**src/rtl/pwb_pkg.sv**
```systemverilog
package pwb_pkg;

    typedef enum logic [1:0] {
        SZ_BYTE = 2'd0,
        SZ_HALF = 2'd1,
        SZ_WORD = 2'd2,
        SZ_RSVD = 2'd3
    } xfer_size_e;

    typedef enum logic [1:0] {
        ST_IDLE,
        ST_ISSUE,
        ST_WAIT_RD,
        ST_DONE
    } seq_state_e;

    localparam logic [31:0] WIN_BASE = 32'hFC00_0000;

    // Reserved width code behaves as a full word.
    function automatic xfer_size_e norm_size(input logic [1:0] code);
        xfer_size_e s;
        case (code)
            2'd0:    s = SZ_BYTE;
            2'd1:    s = SZ_HALF;
            default: s = SZ_WORD;
        endcase
        return s;
    endfunction

endpackage

```
**src/rtl/pwb_addr_map.sv**
```systemverilog
module pwb_addr_map
    import pwb_pkg::*;
#(
    parameter int PORT_W = 16,
    parameter int ADDR_W = 32
) (
    input  logic [PORT_W-1:0] port,
    output logic [ADDR_W-1:0] addr
);
    localparam int LOW_GRP = 3;    // bits kept in place
    localparam int MID_TOP = 10;   // first bit of the upper group
    localparam int MID_SHL = 9;    // shift of the middle group
    localparam int HI_SHR  = 6;    // shift of the upper group

    logic [ADDR_W-1:0] scattered;
    logic              split;

    assign split = port[9] | port[8];

    always_comb begin
        scattered = '0;
        for (int b = 0; b < PORT_W; b++) begin
            if (b < LOW_GRP)
                scattered[b] = port[b];
            else if (b < MID_TOP)
                scattered[b + MID_SHL] = port[b];
            else
                scattered[b - HI_SHR] = port[b];
        end
    end

    always_comb begin
        if (split)
            addr = WIN_BASE[ADDR_W-1:0] | scattered;
        else
            addr = WIN_BASE[ADDR_W-1:0] | {{(ADDR_W-PORT_W){1'b0}}, port};
    end

endmodule

```
**src/rtl/pwb_lane_swap.sv**
```systemverilog
module pwb_lane_swap
    import pwb_pkg::*;
#(
    parameter int DATA_W = 32
) (
    input  xfer_size_e        size,
    input  logic [DATA_W-1:0] din,
    output logic [DATA_W-1:0] dout
);
    localparam int LANES = DATA_W / 8;

    always_comb begin
        dout = '0;
        case (size)
            SZ_BYTE: dout[7:0] = din[7:0];
            SZ_HALF: begin
                dout[7:0]  = din[15:8];
                dout[15:8] = din[7:0];
            end
            default: begin
                for (int i = 0; i < LANES; i++)
                    dout[8*i +: 8] = din[8*(LANES-1-i) +: 8];
            end
        endcase
    end

endmodule

```
**src/rtl/pwb_seq.sv**
```systemverilog
module pwb_seq
    import pwb_pkg::*;
#(
    parameter int ADDR_W = 32,
    parameter int DATA_W = 32
) (
    input  logic              clk,
    input  logic              rst,
    input  logic              bus_present,
    input  logic              h_req,
    input  logic              h_we,
    input  xfer_size_e        size_n,
    input  logic [ADDR_W-1:0] win_addr,
    input  logic [DATA_W-1:0] bus_wdata,
    input  logic [DATA_W-1:0] absent_fill,
    input  logic [DATA_W-1:0] host_rd,
    input  logic              m_ready,
    input  logic              m_rvalid,
    output logic              h_ready,
    output logic [DATA_W-1:0] h_rdata,
    output logic              m_valid,
    output logic [ADDR_W-1:0] m_addr,
    output logic              m_we,
    output xfer_size_e        m_size,
    output logic [DATA_W-1:0] m_wdata,
    output logic              busy
);
    seq_state_e        st;
    logic [ADDR_W-1:0] addr_q;
    logic [DATA_W-1:0] wdata_q;
    logic [DATA_W-1:0] rdata_q;
    logic              we_q;
    xfer_size_e        size_q;

    always_ff @(posedge clk) begin
        if (rst) begin
            st      <= ST_IDLE;
            addr_q  <= '0;
            wdata_q <= '0;
            rdata_q <= '0;
            we_q    <= 1'b0;
            size_q  <= SZ_BYTE;
        end else begin
            case (st)
                ST_IDLE: begin
                    if (h_req) begin
                        we_q    <= h_we;
                        size_q  <= size_n;
                        addr_q  <= win_addr;
                        wdata_q <= bus_wdata;
                        if (bus_present) begin
                            st <= ST_ISSUE;
                        end else begin
                            st <= ST_DONE;
                            if (!h_we)
                                rdata_q <= absent_fill;
                        end
                    end
                end
                ST_ISSUE: begin
                    if (m_ready)
                        st <= we_q ? ST_DONE : ST_WAIT_RD;
                end
                ST_WAIT_RD: begin
                    if (m_rvalid) begin
                        rdata_q <= host_rd;
                        st      <= ST_DONE;
                    end
                end
                default: st <= ST_IDLE;
            endcase
        end
    end

    assign h_ready = (st == ST_DONE);
    assign m_valid = (st == ST_ISSUE);
    assign busy    = (st != ST_IDLE);
    assign h_rdata = rdata_q;
    assign m_addr  = addr_q;
    assign m_we    = we_q;
    assign m_size  = size_q;
    assign m_wdata = wdata_q;

endmodule

```
**src/rtl/pwb_port_bridge.sv**
```systemverilog
module pwb_port_bridge
    import pwb_pkg::*;
#(
    parameter int PORT_W = 16,
    parameter int ADDR_W = 32,
    parameter int DATA_W = 32
) (
    input  logic              clk,
    input  logic              rst,
    input  logic              bus_present,
    input  logic              h_req,
    input  logic              h_we,
    input  logic [1:0]        h_size,
    input  logic [PORT_W-1:0] h_port,
    input  logic [DATA_W-1:0] h_wdata,
    output logic              h_ready,
    output logic [DATA_W-1:0] h_rdata,
    output logic              m_valid,
    input  logic              m_ready,
    output logic [ADDR_W-1:0] m_addr,
    output logic              m_we,
    output logic [1:0]        m_size,
    output logic [DATA_W-1:0] m_wdata,
    input  logic              m_rvalid,
    input  logic [DATA_W-1:0] m_rdata
);
    xfer_size_e        size_n;
    xfer_size_e        size_q;
    logic [ADDR_W-1:0] win_addr;
    logic [DATA_W-1:0] bus_wdata;
    logic [DATA_W-1:0] host_rd;
    logic [DATA_W-1:0] absent_fill;
    logic              busy;

    assign size_n = norm_size(h_size);

    always_comb begin
        absent_fill = '0;
        case (size_n)
            SZ_BYTE: absent_fill[7:0]  = '1;
            SZ_HALF: absent_fill[15:0] = '1;
            default: absent_fill       = '1;
        endcase
    end

    pwb_addr_map #(.PORT_W(PORT_W), .ADDR_W(ADDR_W)) u_map (
        .port (h_port),
        .addr (win_addr)
    );

    pwb_lane_swap #(.DATA_W(DATA_W)) u_wr_swap (
        .size (size_n),
        .din  (h_wdata),
        .dout (bus_wdata)
    );

    pwb_lane_swap #(.DATA_W(DATA_W)) u_rd_swap (
        .size (size_q),
        .din  (m_rdata),
        .dout (host_rd)
    );

    pwb_seq #(.ADDR_W(ADDR_W), .DATA_W(DATA_W)) u_seq (
        .clk         (clk),
        .rst         (rst),
        .bus_present (bus_present),
        .h_req       (h_req),
        .h_we        (h_we),
        .size_n      (size_n),
        .win_addr    (win_addr),
        .bus_wdata   (bus_wdata),
        .absent_fill (absent_fill),
        .host_rd     (host_rd),
        .m_ready     (m_ready),
        .m_rvalid    (m_rvalid),
        .h_ready     (h_ready),
        .h_rdata     (h_rdata),
        .m_valid     (m_valid),
        .m_addr      (m_addr),
        .m_we        (m_we),
        .m_size      (size_q),
        .m_wdata     (m_wdata),
        .busy        (busy)
    );

    assign m_size = size_q;

endmodule

```
**config.mk**
```make
export PLATFORM = sky130hd
export DESIGN_NAME = pwb_port_bridge
export DESIGN_NICKNAME = d
export VERILOG_FILES = /design/src/rtl/pwb_pkg.sv /design/src/rtl/pwb_addr_map.sv /design/src/rtl/pwb_lane_swap.sv /design/src/rtl/pwb_seq.sv /design/src/rtl/pwb_port_bridge.sv
export SDC_FILE = /design/constraint.sdc
export NUM_CORES = 1
export LEC_CHECK = 0
export BUFFER_PORTS_ARGS = -buffer_cell sky130_fd_sc_hd__buf_4
export CORE_UTILIZATION = 32
export DETAILED_ROUTE_END_ITERATION = 8
export PLACE_DENSITY = 0.63
export RECOVER_POWER = 100
export SLEW_MARGIN = 20
export SYNTH_ARGS = -nofsm -noshare
export SYNTH_HDL_FRONTEND = slang
export SYNTH_SLANG_ARGS = --single-unit
```
**constraint.sdc**
```tcl
create_clock -name clk -period 1.8 [get_ports clk]
set_input_delay 0.18 -clock clk [delete_from_list [all_inputs] [get_ports clk]]
set_output_delay 0.18 -clock clk [all_outputs]
set_load 0.02 [all_outputs]
```
==> results of run 1 <==
## cells in the final DEF, fill, tap and decap left out, types with 11 or more instances in the layout
cell type    n
a21oi_1     49
mux2i_1     18
o21ai_0     31
nand3_1     16
buf_4      109
clkbuf_1    91
nor2_1      52
dfxtp_1     87
a211oi_2    19
nand2_1     95
nor2b_1     11
## worst max-delay path: cells and delay by family (launching register included)
family | cells | cell delay [ps]
compound gates | 2 | 390
fa+ha+maj | 1 | 150
buf+inv | 5 | 600
flops | 1 | 370
simple gates | 1 | 180
## cell usage after synthesis, drive strengths merged
master	number	area (µm²)
nor2	56	210
o22a	8	75.1
and2	3	22.5
a311oi	8	70.1
a32oi	1	8.76
inv	5	18.8
conb	1	3.75
nor3	2	10.0
and2b	1	10.0
a221oi	2	17.5
mux2i	18	180
o211ai	7	52.6
nor2b	11	68.8
buf	32	243
nor4	1	12.5
a211oi	26	280
ha	6	75.1
a22oi	6	45.0
clkbuf	25	114
nand3	16	80.1
nand2b	2	20.0
a21oi	49	245
a22o	7	67.6
dfxtp	89	1780
o2bb2ai	1	8.76
a2111oi	1	27.5
nand2	95	357
o21ai	31	155
## per-stage QoR
stage	power [mW]	cell area (µm²)	hold slack, ps	TNS (ps)
2_1_floorplan	5.74	4290	314	0
3_3_place_gp	7.05	5680	430	0
3_5_place_dp	7.20	5680	443	-363
4_1_cts	10.0	6240	76.0	0
5_1_grt	10.1	5910	81.3	-1250
6_report	9.48	5910	85.8	-164
## power by group through the flow
stage          combinational [mW]  sequential [mW]  clock, mW
6_report                     4.62             2.89       1.97
5_1_grt                      4.99             2.96       2.11
4_1_cts                      5.14             2.88       2.02
3_5_place_dp                 4.29             2.91          0
3_3_place_gp                 4.16             2.89          0
2_1_floorplan                2.24             3.50          0
## final cells by class
cell class              count  share of cell area [%]
flip-flops and latches     89                    30.3
well taps                 172                    3.64
multi-input cells         365                    37.1
inverters                   5                   0.403
clock buffers              12                    4.51
repair buffers            212                    23.2
clock inverters             4                   0.847
## repair_timing
action                                  4_1_cts  5_1_grt
buffers inserted                             10        1
gates cloned                                  5        1
endpoints found under the setup margin       24       61
pin swaps                                     7       13
resized for setup                            12       19
## sequential cells by signal, indices dropped and copies added (netlist names)
name / flops
u_seq.h_rdata: 32
u_seq.m_addr: 20
u_seq.m_size: 2
u_seq.m_wdata: 32
u_seq.m_we: 1
u_seq.st: 2
## worst paths after layout
path | startpoint | to | slack, ps | cells past startpoint
max | u_seq.st[0] | u_seq.h_rdata[27] | -30 | 9
min | h_port[0] | u_seq.m_addr[0] | 90 | 3
max reg2reg | u_seq.st[0] | u_seq.h_rdata[27] | -30 | 9
min reg2reg | u_seq.m_wdata[24] | u_seq.m_wdata[24] | 450 | 2
## cell families (layout without fill, tap and decap cells)
logic type	after synthesis	count (layout)
AND/OR/NAND/NOR	187	187
AO/OA/AOI/OAI	147	147
flip-flops	89	89
buffers and inverters	62	233
multiplexers	18	18
adder cells (fa/ha/maj)	6	6
other	1	7
## layer usage
metal / part of all wire, % / global-route usage, % / up-vias
li1: - / - / 2087
met1: 41 / 23.9 / 2011
met2: 47 / 34.1 / 219
met3: 8.7 / 6.03 / 26
met4: 2.5 / 9.09 / 0
met5: 0 / 0 / -
==> impl_metrics.py, run 1 <==
metrics = {
    "grt": {
        "grt_max_degree": 51,
        "grt_overflow_total": 0,
        "antenna_found_initial": 0,
        "grtUsageTotal_pct": 20.4,
        "grt_pass1_wl_um": 22400,
        "grt_pass1_vias": 4413,
    },
    "setup_path": {
        "required_ps": 2000,
        "path_common_cell": "buf_6",
        "arrival_ps": 2030,
        "slowest_stage": "dfxtp_4",
        "crit_chain": "inv_6 -> ha_4 -> and2b_4 -> a2111oi_4 -> buf_4 -> buf_6 -> buf_6 -> clkbuf_16 -> a211oi_2",
        "startpoint_type": "flip-flop",
        "slowest_delay_ps": 370,
        "endpoint_kind": "flip-flop",
        "crit_type": "reg2reg",
        "path_max_fanout": 6,
    },
    "sta": {
        "worstMarginPinSlew_ps": 651,
        "rsz0062_at_grt": "true",
        "timing.slew.headroom_pct": 56.6,
        "slew_violations": 0,
        "fin_crit_ps": 1830,
        "finalHoldViolCount": 0,
        "post-route-period-util_pct": 102,
        "clock.fmax_ghz": 0.546,
        "clock_skew_ps": 9.94,
        "fin_ws_ps": -30.0,
        "setup_violations": 11,
    },
    "power_and_ir_drop": {
        "switching_share_pct": 40.9,
        "power.switching_mw": 3.88,
        "vdd_ir_drop_max_v": 0.000524,
        "p_per_area_nw_per_um2": 1610,
        "pwr-share-seq_pct": 30.5,
        "combPwrFrac_pct": 48.7,
        "power_frac_clock_pct": 20.7,
        "power_leakage_nw": 2.31,
        "p_int_mw": 5.60,
    },
    "final_layout": {
        "multi_input_area_um2": 2190,
        "final_cells": 859,
        "final-seq-area_um2": 1790,
        "drive_gt1_share_pct": 26.6,
        "area_growth_syn_to_layout_pct": 38.6,
        "fin_util_pct": 46.0,
        "nets": 777,
        "fillerInstances": 1350,
        "num_antenna_cells": 0,
    },
    "synthesis": {
        "synth_mux_area_share_pct": 4.23,
        "yosysSeqAreaShare_pct": 41.8,
        "synthXorXnorAreaFrac_pct": 0,
        "synth_top_family_by_area": "compound AO/OA/AOI/OAI gates",
        "yosys.area_share.simple_pct": 18.6,
        "synth_compound_area_share_pct": 24.7,
        "synth-adder-area-share_pct": 1.76,
        "syn_inst": 510,
        "ys_types": 38,
        "syn-cell-area_um2": 4260,
        "ys_warn_count": 0,
        "yosys_register_bits": 89,
        "syn_area_per_cell_um2": 8.35,
    },
    "drt": {
        "viasPerCell": 5.06,
        "routed_wl_um": 14200,
        "drc": 0,
        "vias": 4343,
        "wl_per_cell_um": 16.6,
        "drt-pass1-iter-count": 4,
        "antenna_left": 0,
        "drt_iter0_drc": 297,
    },
    "clock_network": {
        "clockBufferDepth": 2,
        "cts-hold-fix-buffers": 0,
        "cts_sinks": 89,
        "numCtsBuffers": 9,
        "cts_htree_levels": 3,
        "root_buffer": "clkbuf_16",
        "worstSkewPairLatency_ps": 340,
        "clk_pin_slew_ps": 60,
        "cts_tree": "done",
    },
    "placement": {
        "hpwl_um": 9760,
        "port_buffers": 182,
        "pre_cts_ws_ps": -55.0,
        "post-place-cells": 830,
        "gp_congestion": 0.803,
    },
    "run_status": {
        "violations": "setup timing",
        "status": "finished with violations",
    },
    "floorplanning": {
        "fp-row-count": 41,
        "initial_utilization_pct": 33.2,
        "pin_count": 190,
        "die_h_um": 117,
        "die_w_um": 117,
        "die-area_um2": 13800,
        "fp.coreArea_um2": 12800,
    },
    "job": {
        "cap_violations": 0,
    },
    "hold_path": {
        "hold_class": "in2reg",
    },
}
No activity file was read; power rests on OpenSTA's default activity.
==> run 2, diff against run 1 <==
--- a/config.mk
+++ b/config.mk
@@ -6,9 +6,9 @@
 export NUM_CORES = 1
 export LEC_CHECK = 0
 export BUFFER_PORTS_ARGS = -buffer_cell sky130_fd_sc_hd__buf_4
-export CORE_UTILIZATION = 32
+export CORE_UTILIZATION = 47
 export DETAILED_ROUTE_END_ITERATION = 8
-export PLACE_DENSITY = 0.63
+export PLACE_DENSITY = 0.83
 export RECOVER_POWER = 100
 export SLEW_MARGIN = 20
 export SYNTH_ARGS = -nofsm -noshare
==> constraint.sdc (replaced) <==
create_clock -name clk -period 2 [get_ports clk]
set_input_delay 0.2 -clock clk [delete_from_list [all_inputs] [get_ports clk]]
set_output_delay 0.2 -clock clk [all_outputs]
set_load 0.02 [all_outputs]
==> run 2 against run 1 <==
Against the previous run: the run now ends clean; maximum frequency decreased by 1.2%; cell count decreased by 9.0%; worst hold slack improved by 6.0 ps; wire length decreased by 15%; worst setup slack improved by 180 ps; sequential share of layout area increased by 2.6 points; die area decreased by 31%; non-clock buffer count decreased by 13; sequential power decreased by 11%; count of clock-buffer cells in the layout decreased by 1; critical path type unchanged.
==> impl_metrics.py, run 2 (synthesis gave the netlist of run 1 again) <==
metrics = {
    "run_status": {
        "status": "finished clean",
    },
    "setup_path": {
        "startpoint_type": "flip-flop",
        "r2r-start": "u_seq.st[1]",
        "reg2regPathDepth": 7,
        "endpoint_kind": "flip-flop",
        "path_max_fanout": 24,
        "rr_endpoint": "u_seq.h_rdata[29]",
        "required_ps": 2220,
        "regToRegSetupSlack_ps": 150,
        "arrival_ps": 2080,
        "crit_type": "reg2reg",
    },
    "clock_network": {
        "clk_pin_slew_ps": 100,
        "numCtsBuffers": 9,
        "worstSkewPairLatency_ps": 350,
        "cts_htree_levels": 3,
        "cts_tree": "done",
        "cts_sinks": 89,
        "cts-hold-fix-buffers": 0,
        "clockBufferDepth": 2,
        "root_buffer": "clkbuf_8",
    },
    "drt": {
        "drc": 0,
        "vias": 4174,
        "routed_wl_um": 12100,
        "drt-pass1-iter-count": 6,
        "drt_iter0_drc": 176,
        "wl_per_cell_um": 15.5,
        "antenna_left": 0,
        "viasPerCell": 5.34,
    },
    "job": {
        "cap_violations": 0,
    },
    "grt": {
        "grtUsageTotal_pct": 25.3,
        "grt_pass1_vias": 3922,
        "grt_overflow_total": 0,
        "grt_pass1_wl_um": 19300,
        "antenna_found_initial": 0,
        "grt_max_degree": 49,
    },
    "sta": {
        "setup_violations": 0,
        "worstMarginPinSlew_ps": 573,
        "fin_crit_ps": 1850,
        "clock.fmax_ghz": 0.540,
        "finalHoldViolCount": 0,
        "slew_violations": 0,
        "timing.slew.headroom_pct": 61.8,
        "post-route-period-util_pct": 92.6,
        "clock_skew_ps": 13.8,
        "rsz0062_at_grt": "false",
        "setup_tns_ps": 0,
    },
    "hold_path": {
        "hold_class": "in2reg",
        "hold_depth": 3,
        "hp-start": "h_port[0]",
        "worstHoldEndpoint": "u_seq.m_addr[0]",
    },
    "final_layout": {
        "layout_common_cells": "101 x buf_4, 94 x nand2_1, 94 x clkbuf_1",
        "num_antenna_cells": 0,
        "drive_gt1_share_pct": 21.4,
        "final_common_cell": "buf_4",
        "nets": 764,
        "fin_area_um2": 5430,
        "area_growth_syn_to_layout_pct": 27.4,
    },
    "placement": {
        "hpwl_um": 8880,
        "dpl_cell_area_um2": 5580,
        "port_buffers": 182,
        "gp_congestion": 0.870,
    },
    "floorplanning": {
        "fp-row-count": 34,
        "die_h_um": 97.2,
        "fp.coreArea_um2": 8760,
        "pin_count": 190,
        "die_w_um": 97.2,
        "initial_utilization_pct": 48.6,
        "die-area_um2": 9450,
    },
    "power_and_ir_drop": {
        "vdd_ir_drop_max_v": 0.000599,
        "power_leakage_nw": 2.15,
        "p_per_area_nw_per_um2": 1350,
    },
}
[run 2: timing repair]
| item | 4_1_cts | 5_1_grt |
|---|---|---|
| setup buffers | 0 | 1 |
| gates resized for setup | 0 | 4 |
| setup endpoints to repair | 0 | 27 |
| hold endpoints to repair | 0 | 0 |
[run 2: routing by layer]
layer | wire, µm | up-vias | track usage, %
met5 | 0 | - | 0
met1 | 5040 | 1903 | 31.0
met2 | 5880 | 202 | 42.5
met3 | 1050 | 10 | 6.98
li1 | - | 2059 | -
met4 | 158 | 0 | 9.07
[run 2: how the worst max path moves through the flow]
| stage | startpoint | end | slack, ps | cells past startpoint |
|---|---|---|---|---|
| 3_5_place_dp | u_seq.st[1] | u_seq.h_rdata[12] | 40 | 7 |
| 4_1_cts | u_seq.st[1] | u_seq.h_rdata[12] | 10 | 7 |
| 5_1_grt | u_seq.st[1] | u_seq.h_rdata[15] | 30 | 7 |
| 6_report | u_seq.st[1] | u_seq.h_rdata[29] | 150 | 7 |
| 2_1_floorplan | u_seq.st[0] | u_seq.h_rdata[22] | 180 | 7 |
| 3_3_place_gp | u_seq.st[1] | u_seq.h_rdata[14] | 160 | 7 |
[run 2: metrics by stage]
stage          util, %  std cells  setup slack [ps]  hold WS [ps]  total power [mW]
5_1_grt           61.9        782              27.3          72.0              7.80
3_3_place_gp      63.6        764               162           439              6.27
4_1_cts           66.3        780              14.4          70.4              7.81
2_1_floorplan        -        516               182           334              5.15
3_5_place_dp      63.6        764              39.2           447              6.40
6_report          61.9        782               148          91.8              7.33
[run 2: critical path: stages (launching register included)]
cell and delay (ps):
dfxtp_2 370, inv_1 80, ha_1 220, and2_4 190, a2111oi_4 360, buf_4 180, buf_6 220, a211oi_1 100
[run 2: power breakdown]
part | internal [mW] | switching (mW)
combinational | 1.21 | 2.13
sequential | 2.28 | 0.289
clock | 0.750 | 0.670
total | 4.24 | 3.09
[run 2: final cells by class]
type,instances,area [µm²]
Clock buffer,11,141
Clock inverter,5,87.6
Fill cell,843,3340
Inverter,5,18.8
Multi-Input combinational cell,365,2070
Sequential cell,89,1780
Tap cell,108,135
Timing Repair Buffer,199,1190
==> run 3, diff against run 2 <==
--- a/config.mk
+++ b/config.mk
@@ -9,7 +9,7 @@
 export CORE_UTILIZATION = 47
 export DETAILED_ROUTE_END_ITERATION = 8
 export PLACE_DENSITY = 0.83
-export RECOVER_POWER = 100
+export RECOVER_POWER = 50
 export SLEW_MARGIN = 20
 export SYNTH_ARGS = -nofsm -noshare
 export SYNTH_HDL_FRONTEND = slang
==> run 3 against run 2 <==
Against the previous run: total power increased by 1.7%; core utilization increased by 0.79 points; critical path depth unchanged; non-clock buffer count unchanged; sequential share of layout area decreased by 0.41 points; flip-flop and latch count unchanged; sequential power about the same; die area unchanged; via count increased by 0.79%; register-to-register slack about the same; count of clock-buffer cells in the layout unchanged; largest cell class unchanged.
==> impl_metrics.py, run 3 (synthesis gave the netlist of run 1 again) <==
metrics = {
    "grt": {
        "grt_pass1_wl_um": 19300,
        "grt_pass1_vias": 3922,
        "grtUsageTotal_pct": 25.3,
        "antenna_found_initial": 0,
        "grt_overflow_total": 0,
        "grt_max_degree": 49,
    },
    "setup_path": {
        "required_ps": 2260,
        "startpoint_type": "flip-flop",
        "crit_type": "reg2reg",
        "slowest_stage": "dfxtp_2",
        "path_depth": 7,
        "path_max_fanout": 24,
        "reg2regPathDepth": 7,
        "critical_path_buf_inv_count": 2,
        "rr_endpoint": "u_seq.h_rdata[12]",
        "endpoint_kind": "flip-flop",
        "r2r-start": "u_seq.st[1]",
        "regToRegSetupSlack_ps": 140,
        "arrival_ps": 2120,
        "crit_chain": "inv_1 -> ha_1 -> and2_4 -> a2111oi_4 -> clkbuf_16 -> nor2_1 -> a211oi_1",
        "slowest_delay_ps": 370,
        "cp_top_family": "compound AO/OA/AOI/OAI gates",
    },
    "clock_network": {
        "cts_tree": "done",
        "worstSkewPairLatency_ps": 350,
        "clockBufferDepth": 2,
        "clk_pin_slew_ps": 90,
        "cts_htree_levels": 3,
        "cts-hold-fix-buffers": 0,
        "cts_sinks": 89,
        "numCtsBuffers": 9,
        "root_buffer": "clkbuf_8",
    },
    "power_and_ir_drop": {
        "vdd_ir_drop_max_v": 0.000600,
        "switching_share_pct": 42.3,
        "combPwrFrac_pct": 46.6,
        "p_int_mw": 4.30,
        "power_frac_clock_pct": 19.0,
        "power.switching_mw": 3.15,
        "power_leakage_nw": 2.17,
        "pwr-share-seq_pct": 34.4,
        "p_per_area_nw_per_um2": 1360,
    },
    "sta": {
        "timing.slew.headroom_pct": 62.0,
        "setup_violations": 0,
        "setup_tns_ps": 0,
        "clock_skew_ps": 12.8,
        "worstMarginPinSlew_ps": 570,
        "finalHoldViolCount": 0,
        "post-route-period-util_pct": 92.8,
        "rsz0062_at_grt": "false",
        "slew_violations": 0,
        "fin_crit_ps": 1860,
        "clock.fmax_ghz": 0.539,
    },
    "drt": {
        "drt-pass1-iter-count": 5,
        "wl_per_cell_um": 15.5,
        "drt_iter0_drc": 179,
        "vias": 4207,
        "routed_wl_um": 12100,
        "drc": 0,
        "viasPerCell": 5.38,
        "antenna_left": 0,
    },
    "final_layout": {
        "area_growth_syn_to_layout_pct": 29.0,
        "fin_area_um2": 5500,
        "layout_common_cells": "104 x buf_4, 94 x nand2_1, 92 x clkbuf_1",
        "num_antenna_cells": 0,
        "fin_util_pct": 62.7,
        "final_cells": 782,
        "nets": 764,
        "fillerInstances": 829,
        "final_common_cell": "buf_4",
        "drive_gt1_share_pct": 23.3,
    },
    "floorplanning": {
        "initial_utilization_pct": 48.6,
        "fp-row-count": 34,
        "pin_count": 190,
        "die_h_um": 97.2,
        "die-area_um2": 9450,
        "die_w_um": 97.2,
        "fp.coreArea_um2": 8760,
    },
    "placement": {
        "port_buffers": 182,
        "dpl_cell_area_um2": 5580,
        "hpwl_um": 8880,
        "post-place-cells": 764,
        "gp_congestion": 0.870,
    },
    "hold_path": {
        "hold_class": "in2reg",
        "hp-start": "h_port[0]",
        "hold_depth": 3,
        "worstHoldEndpoint": "u_seq.m_addr[0]",
    },
    "run_status": {
        "status": "finished clean",
    },
    "job": {
        "cap_violations": 0,
    },
}
## run 3: cell types whose count changed in the layout (fill, tap and decap cells not counted)
| cell | previous run | this run |
|---|---|---|
| a211oi_2 | 6 | 17 |
| buf_8 | 0 | 1 |
| clkbuf_2 | 1 | 0 |
| a211oi_1 | 20 | 9 |
| clkbuf_1 | 94 | 92 |
| buf_4 | 101 | 104 |
| buf_6 | 1 | 0 |
## run 3: metrics by stage
| step | hold slack (ps) | worst slack, ps | power, mW |
|---|---|---|---|
| after floorplan | 334 | 182 | 5.15 |
| final | 96.2 | 144 | 7.46 |
| after detailed placement | 447 | 39.2 | 6.40 |
| after CTS | 70.4 | 14.4 | 7.81 |
| after global placement | 439 | 162 | 6.27 |
| after global routing | 72.0 | 37.7 | 7.93 |
## run 3: worst min-delay path: stages
cell and delay (ps):
buf_4 110, nand2_1 50, a21oi_1 50
## run 3: worst max path at each step
stage / from / to / slack [ps]
2_1_floorplan: u_seq.st[0] / u_seq.h_rdata[22] / 180
3_3_place_gp: u_seq.st[1] / u_seq.h_rdata[14] / 160
3_5_place_dp: u_seq.st[1] / u_seq.h_rdata[12] / 40
4_1_cts: u_seq.st[1] / u_seq.h_rdata[12] / 10
6_report: u_seq.st[1] / u_seq.h_rdata[12] / 140
5_1_grt: u_seq.st[1] / u_seq.h_rdata[8] / 40
## run 3: final cells by class
class	count	area, µm²	area share, %
multi-input combinational	365	2130	38.7
sequential	89	1780	32.4
timing repair buffer	199	1200	21.9
clock buffer	11	141	2.57
tap	108	135	2.46
clock inverter	5	87.6	1.59
inverter	5	18.8	0.341
## run 3: timing repair
| action | CTS | global route |
|---|---|---|
| setup buffers | 0 | 1 |
| setup endpoints to repair | 0 | 27 |
| resized for setup | 0 | 4 |
## run 3: metal layers
metal	vias to the layer above	share of wire (%)	wire length, µm	global-route usage (%)
li1	2061	-	-	-
met5	-	0	0	0
met4	0	1.3	158	9.07
met1	1933	42	5080	31.0
met2	203	48	5850	42.5
met3	10	8.4	1020	6.98
## run 3: power by group through the flow
stage / logic [mW] / registers (mW) / clock network (mW)
after global placement: 3.67 / 2.60 / 0
after global routing: 3.78 / 2.63 / 1.52
after detailed placement: 3.78 / 2.61 / 0
after CTS: 3.79 / 2.58 / 1.45
final: 3.48 / 2.57 / 1.42
after floorplan: 2.00 / 3.15 / 0
